File: config.mk
export PLATFORM = sky130hd
export DESIGN_NAME = intr_r2c_top
export DESIGN_NICKNAME = d
export VERILOG_FILES = /design/src/rtl/intr_r2c_pkg.sv /design/src/rtl/intr_r2c_timer.sv /design/src/rtl/intr_r2c_cell.sv /design/src/rtl/intr_r2c_top.sv
export SDC_FILE = /design/constraint.sdc
export NUM_CORES = 1
export LEC_CHECK = 0
export ABC_AREA = 1
export BUFFER_PORTS_ARGS = -buffer_cell sky130_fd_sc_hd__buf_2
export CAP_MARGIN = 10
export CORE_MARGIN = 5
export CORE_UTILIZATION = 45
export CTS_BUF_LIST = sky130_fd_sc_hd__clkbuf_16
export CTS_CLUSTER_DIAMETER = 60
export DETAILED_ROUTE_END_ITERATION = 12
export PLACE_DENSITY = 0.75
export SLEW_MARGIN = 20
export SYNTH_ARGS = -nofsm -noshare
export SYNTH_HDL_FRONTEND = slang
export SYNTH_HIERARCHICAL = 1
export SYNTH_SLANG_ARGS = --single-unit
export TNS_END_PERCENT = 30
File: constraint.sdc
create_clock -name clk -period 2 [get_ports clk]
set_input_delay 0.1 -clock clk [delete_from_list [all_inputs] [get_ports clk]]
set_output_delay 0.1 -clock clk [all_outputs]
set_load 0.02 [all_outputs]
File: src/rtl/intr_r2c_pkg.sv
package intr_r2c_pkg;

    localparam int unsigned DEF_SRC_NUM    = 8;
    localparam int unsigned DEF_CLK_MHZ    = 200;
    localparam int unsigned MAX_RECHECK_US = 32;

    // Longest re-check period, in cycles, that stays within the bound
    function automatic int unsigned recheck_limit(input int unsigned clk_mhz);
        return clk_mhz * MAX_RECHECK_US;
    endfunction

endpackage

File: src/rtl/intr_r2c_timer.sv
module intr_r2c_timer #(
    parameter int unsigned PERIOD = 6400
) (
    input  logic clk,
    input  logic rst_n,
    output logic tick
);
    localparam int unsigned CW   = (PERIOD > 1) ? $clog2(PERIOD) : 1;
    localparam logic [CW-1:0] LAST = CW'(PERIOD - 1);

    typedef struct packed {
        logic [CW-1:0] cnt;
    } tmr_t;

    tmr_t tmr_d, tmr_q;

    always_comb begin
        tmr_d = tmr_q;
        tick  = (tmr_q.cnt == LAST);
        if (tick) begin
            tmr_d.cnt = '0;
        end else begin
            tmr_d.cnt = tmr_q.cnt + 1'b1;
        end
    end

    always_ff @(posedge clk or negedge rst_n) begin
        if (!rst_n) begin
            tmr_q <= '0;
        end else begin
            tmr_q <= tmr_d;
        end
    end
endmodule

File: src/rtl/intr_r2c_cell.sv
module intr_r2c_cell (
    input  logic stat_q,
    input  logic evt,
    input  logic lvl,
    input  logic tick,
    input  logic clr,
    input  logic mask_n,
    output logic stat_n,
    output logic pend_n
);
    always_comb begin
        // A new event or a re-check hit overrides the read clear
        stat_n = (stat_q & ~clr) | evt | (lvl & tick);
        pend_n = stat_n & ~mask_n;
    end
endmodule

File: src/rtl/intr_r2c_top.sv
module intr_r2c_top #(
    parameter int unsigned SRC_NUM     = intr_r2c_pkg::DEF_SRC_NUM,
    parameter int unsigned RECHECK_CYC = intr_r2c_pkg::recheck_limit(intr_r2c_pkg::DEF_CLK_MHZ)
) (
    input  logic               clk,
    input  logic               rst_n,
    input  logic [SRC_NUM-1:0] evt_pulse,
    input  logic [SRC_NUM-1:0] flt_level,
    input  logic               stat_rd,
    output logic [SRC_NUM-1:0] stat_rdata,
    output logic               stat_rvalid,
    input  logic               mask_wr,
    input  logic [SRC_NUM-1:0] mask_wdata,
    output logic [SRC_NUM-1:0] mask_rdata,
    output logic               irq_oe
);
    typedef struct packed {
        logic [SRC_NUM-1:0] stat;
        logic [SRC_NUM-1:0] mask;
        logic [SRC_NUM-1:0] rdata;
        logic               rvalid;
        logic               irq;
    } regs_t;

    regs_t regs_d, regs_q;

    logic               recheck_tick;
    logic [SRC_NUM-1:0] mask_nxt;
    logic [SRC_NUM-1:0] stat_nxt;
    logic [SRC_NUM-1:0] pend_nxt;
    logic [SRC_NUM-1:0] stat_now;

    intr_r2c_timer #(
        .PERIOD (RECHECK_CYC)
    ) timer_i (
        .clk   (clk),
        .rst_n (rst_n),
        .tick  (recheck_tick)
    );

    assign mask_nxt = mask_wr ? mask_wdata : regs_q.mask;

    for (genvar gi = 0; gi < SRC_NUM; gi++) begin : g_bit
        intr_r2c_cell cell_i (
            .stat_q (regs_q.stat[gi]),
            .evt    (evt_pulse[gi]),
            .lvl    (flt_level[gi]),
            .tick   (recheck_tick),
            .clr    (stat_rd),
            .mask_n (mask_nxt[gi]),
            .stat_n (stat_nxt[gi]),
            .pend_n (pend_nxt[gi])
        );
    end

    always_comb begin
        regs_d        = regs_q;
        regs_d.stat   = stat_nxt;
        regs_d.mask   = mask_nxt;
        regs_d.rvalid = stat_rd;
        if (stat_rd) begin
            regs_d.rdata = regs_q.stat;
        end
        regs_d.irq = |pend_nxt;
    end

    always_ff @(posedge clk or negedge rst_n) begin
        if (!rst_n) begin
            regs_q <= '0;
        end else begin
            regs_q <= regs_d;
        end
    end

    assign stat_now    = regs_q.stat;
    assign stat_rdata  = regs_q.rdata;
    assign stat_rvalid = regs_q.rvalid;
    assign mask_rdata  = regs_q.mask;
    assign irq_oe      = regs_q.irq;
endmodule

==> run_summary.xml <==
<?xml version="1.0" encoding="UTF-8"?>
<metrics>
  <group name="global_route">
    <metric name="grt_first_pass_wirelength" unit="microns">6440</metric>
    <metric name="grt_util_all_layers" unit="%">13.7</metric>
    <metric name="grt_max_degree" unit="">40</metric>
    <metric name="via_count_of_the_first_global_routing_pass" unit="">1479</metric>
    <metric name="grt_antenna_before_repair" unit="">0</metric>
    <metric name="overall_overflow_remaining_after_global_route" unit="">0</metric>
  </group>
  <group name="synthesis">
    <metric name="synth_area_leader_cell" unit="">dfrtp_1</metric>
    <metric name="post-synth-top-area-fraction" unit="%">49.8</metric>
    <metric name="post_synth_fa_ha_maj_area_fraction" unit="%">0.638</metric>
    <metric name="synth_nets" unit="">279</metric>
    <metric name="fraction_of_the_mapped_netlist_area_in_compound_gates" unit="%">4.72</metric>
    <metric name="ys.flop_type" unit="">dfrtp_1</metric>
    <metric name="post_synth_edffs" unit="">0</metric>
    <metric name="syn_area" unit="sq um">1960</metric>
    <metric name="synth.area.top_cells" unit="">dfrtp_1, nand2_1, inv_1, nor2_2, nor2_1</metric>
    <metric name="synthSimpleGateAreaFrac" unit="%">30.5</metric>
    <metric name="synth-xor-area-share" unit="%">1.34</metric>
    <metric name="share_of_the_yosys_chip_area_belonging_to_registers" unit="%">49.8</metric>
    <metric name="synth.mux.area_fraction" unit="%">0</metric>
    <metric name="ys_async_sr_fraction" unit="%">100</metric>
    <metric name="syn-instance-count" unit="">250</metric>
    <metric name="post_synth.cell_area_avg" unit="sq um">7.84</metric>
    <metric name="yosys_warnings" unit="">6</metric>
    <metric name="synth.distinct_cells" unit="">20</metric>
    <metric name="ys_seq_elements" unit="">39</metric>
    <metric name="synth_top_family_by_area" unit="">simple AND/OR/NAND/NOR gates</metric>
    <metric name="yosys.cell_count.top_type" unit="">nand2_1</metric>
    <metric name="ys_top_cells_by_count" unit="">nand2_1, inv_1, dfrtp_1</metric>
  </group>
  <group name="pwr">
    <metric name="power_density" unit="nW/um^2">822</metric>
    <metric name="power.share.clock" unit="%">45.3</metric>
    <metric name="power_frac_seq" unit="%">43.2</metric>
    <metric name="power.static_leakage" unit="nW">1.35</metric>
    <metric name="ir_drop" unit="V">0.000455</metric>
    <metric name="power.switching_fraction" unit="%">24.1</metric>
    <metric name="p_int" unit="W">0.00150</metric>
    <metric name="power_frac_comb" unit="%">11.5</metric>
    <metric name="power_switching" unit="W">0.000476</metric>
  </group>
  <group name="flow_run">
    <metric name="maxCapViolations" unit="">0</metric>
  </group>
  <group name="detailed_routing">
    <metric name="viasPerCell" unit="">4.35</metric>
    <metric name="routed_wirelength" unit="microns">3590</metric>
    <metric name="first_iter_violations" unit="">47</metric>
    <metric name="wl_per_cell" unit="microns">10.1</metric>
    <metric name="vias" unit="">1539</metric>
    <metric name="first_pass_iters" unit="">4</metric>
    <metric name="route.detailed.drc" unit="">0</metric>
    <metric name="drtAntennaViolNets" unit="">0</metric>
  </group>
  <group name="critical_path">
    <metric name="reg2reg_from" unit="">timer_i/tmr_q[0]$_DFF_PN0_</metric>
    <metric name="regToRegSetupSlack" unit="ns">0.24</metric>
    <metric name="crit_end_element" unit="">flip-flop</metric>
    <metric name="critPathLaunch" unit="">timer_i/tmr_q[0]$_DFF_PN0_</metric>
    <metric name="critical_path.max_fanout" unit="">12</metric>
    <metric name="start_kind" unit="">flip-flop</metric>
    <metric name="worstRegToRegCells" unit="">13</metric>
    <metric name="worst-endpoint-arrival" unit="ns">1.98</metric>
    <metric name="rr_endpoint" unit="">irq_oe$_DFF_PN0_</metric>
    <metric name="critical_path_class" unit="">flip-flop to flip-flop</metric>
    <metric name="worstPathRequired" unit="ns">2.22</metric>
  </group>
  <group name="floorplanning">
    <metric name="design.core.area" unit="sq um">4290</metric>
    <metric name="floorplan_row_count" unit="">24</metric>
    <metric name="die-height" unit="microns">76.0</metric>
    <metric name="pin_count" unit="">46</metric>
    <metric name="design.die.area" unit="sq um">5780</metric>
    <metric name="start_util" unit="%">45.7</metric>
    <metric name="die_x" unit="microns">76.0</metric>
  </group>
  <group name="clock_tree">
    <metric name="cts_inserted_buffers" unit="">5</metric>
    <metric name="tritoncts" unit="">done</metric>
    <metric name="cts_max_level" unit="">2</metric>
    <metric name="cts_repair_resize_count" unit="">0</metric>
    <metric name="cts_setup_buffers" unit="">0</metric>
    <metric name="clk_latency" unit="ns">0.28</metric>
    <metric name="cts.sink_count" unit="">39</metric>
    <metric name="max-clock-path-buffers" unit="">2</metric>
    <metric name="cts_hold_repair.buffers" unit="">1</metric>
    <metric name="cts.root.buffer_cell" unit="">clkbuf_16</metric>
    <metric name="cts.reportedPaths.clkPinSlew" unit="ns">0.06</metric>
  </group>
  <group name="layout">
    <metric name="number_of_fillers_in_the_final_layout" unit="">393</metric>
    <metric name="n_antenna_cell" unit="">0</metric>
    <metric name="syn_to_final_growth" unit="%">22.7</metric>
    <metric name="fraction_of_layout_instances_using_a_drive_strength_above_1" unit="%">28.8</metric>
    <metric name="finalNonFillerCells" unit="">354</metric>
    <metric name="nets" unit="">330</metric>
  </group>
  <group name="sta">
    <metric name="fmaxAchievable" unit="MHz">567</metric>
    <metric name="min_period_over_period" unit="%">88.2</metric>
    <metric name="setup-tns-final" unit="ns">0</metric>
    <metric name="maxSlewViolCount" unit="">0</metric>
    <metric name="final_hold_viol_count" unit="">0</metric>
    <metric name="worst_slew_margin" unit="%">43.4</metric>
    <metric name="timing.final.setup_violations" unit="">0</metric>
    <metric name="worst_pin_slew" unit="ns">0.849</metric>
    <metric name="rsz_0062_raised_after_global_routing" unit="">false</metric>
    <metric name="clock_skew" unit="ns">0.00666</metric>
    <metric name="finalWorstPathRequiredPeriod" unit="ns">1.76</metric>
  </group>
  <group name="place">
    <metric name="dp_hpwl" unit="microns">2700</metric>
    <metric name="dp.cells" unit="">345</metric>
    <metric name="finalWeightedCongestion" unit="">0.786</metric>
    <metric name="port_buffers" unit="">45</metric>
  </group>
  <group name="min_path">
    <metric name="holdPathEnd" unit="">mask_rdata[0]$_DFF_PN0_</metric>
    <metric name="worstHoldPathCells" unit="">3</metric>
    <metric name="worst_hold_path_type" unit="">input port to flip-flop</metric>
    <metric name="hold_path.startpoint" unit="">mask_wdata[0]</metric>
  </group>
  <group name="run_status">
    <metric name="outcome" unit="">finished clean</metric>
  </group>
</metrics>
-- per-layer routing --
layer	up-vias	GRT usage [%]	wire length [microns]
met5	-	0	0
met1	660	17.4	1650
met2	38	21.0	1660
met4	0	6.23	59
li1	835	-	-
met3	6	4.73	225
-- critical path, stage by stage (launching register included) --
cell	delay [ns]
dfrtp_1	0.38
ha_1	0.21
nand2_2	0.10
nor2_4	0.16
nand2_4	0.09
nor2_4	0.26
nand2_1	0.10
nand2_1	0.09
nor2_2	0.05
nor2_2	0.07
inv_1	0.04
nand2_1	0.05
nor2_1	0.05
nand2_1	0.05
-- layout make-up --
cell class,count,area (sq um),share of cell area (%)
Tap cell,52,65.1,2.70
Inverter,62,233,9.67
Timing Repair Buffer,46,235,9.78
Clock inverter,3,42.5,1.77
Sequential cell,39,976,40.6
Multi-Input combinational cell,147,729,30.3
Clock buffer,5,125,5.20
-- how the worst max path moves through the flow --
stage | to | slack (ns) | depth (start not counted)
after floorplan | irq_oe$_DFF_PN0_ | 0.47 | 13
after global placement | irq_oe$_DFF_PN0_ | 0.27 | 13
after detailed placement | irq_oe$_DFF_PN0_ | 0.22 | 13
after CTS | irq_oe$_DFF_PN0_ | 0.19 | 13
after global routing | irq_oe$_DFF_PN0_ | 0.06 | 13
final | irq_oe$_DFF_PN0_ | 0.24 | 13
-- power groups by stage --
stage	Sequential (W)	Combinational (W)	Clock [W]
after CTS	0.000855	0.000232	0.000922
after detailed placement	0.000867	0.000230	0
final	0.000855	0.000227	0.000897
after global placement	0.000867	0.000227	0
after floorplan	0.000908	0.0000954	0
after global routing	0.000860	0.000261	0.000963
-- sequential cells by signal, summed over array words and instances, names as in the netlist --
name / count
mask_rdata: 8
timer_i/tmr_q: 13
stat_now: 8
irq_oe: 1
stat_rvalid: 1
stat_rdata: 8
-- metrics by stage --
stage                     util, %  power, W  area [sq um]  worst slack, ns  hold slack [ns]
after floorplan                 -   0.00100          1960            0.465           -0.196
after global placement       51.9   0.00109          2230            0.270            0.270
after detailed placement     51.9   0.00110          2230            0.221            0.270
after CTS                    56.0   0.00201          2410            0.192           0.0822
after global routing         56.0   0.00208          2410           0.0600           0.0934
final                        56.0   0.00198          2410            0.237           0.0880
-- placed cells by master (no fill, tap or decap) --
| cell | Yosys | final |
|---|---|---|
| nand2_1 | 62 | 62 |
| inv_1 | 60 | 60 |
| buf_2 | 0 | 45 |
| dfrtp_1 | 39 | 39 |
| nor2_2 | 24 | 24 |
| nor2_1 | 20 | 20 |
| o21ai_0 | 15 | 15 |
| clkbuf_16 | 0 | 5 |
| nor2_4 | 4 | 4 |
| nand3_1 | 4 | 4 |
| nand4_1 | 4 | 4 |
| nand2_2 | 3 | 3 |
| o21ai_1 | 2 | 2 |
| inv_2 | 2 | 2 |
| xor2_1 | 2 | 2 |
| nor3_1 | 2 | 2 |
| bufinv_16 | 0 | 1 |
| clkinv_1 | 0 | 1 |
| inv_6 | 0 | 1 |
| dlygate4sd3_1 | 0 | 1 |
| nand2_4 | 1 | 1 |
| nor3_2 | 1 | 1 |
| o21bai_1 | 1 | 1 |
| xnor2_1 | 1 | 1 |
| ha_1 | 1 | 1 |
-- cell families (layout without fill, tap and decap cells) --
family	after synthesis	after routing
flops	39	39
xor+xnor	3	3
simple gates	125	125
buf+inv	64	116
compound gates	18	18
fa+ha+maj	1	1
No activity file was read; power rests on OpenSTA's default activity.
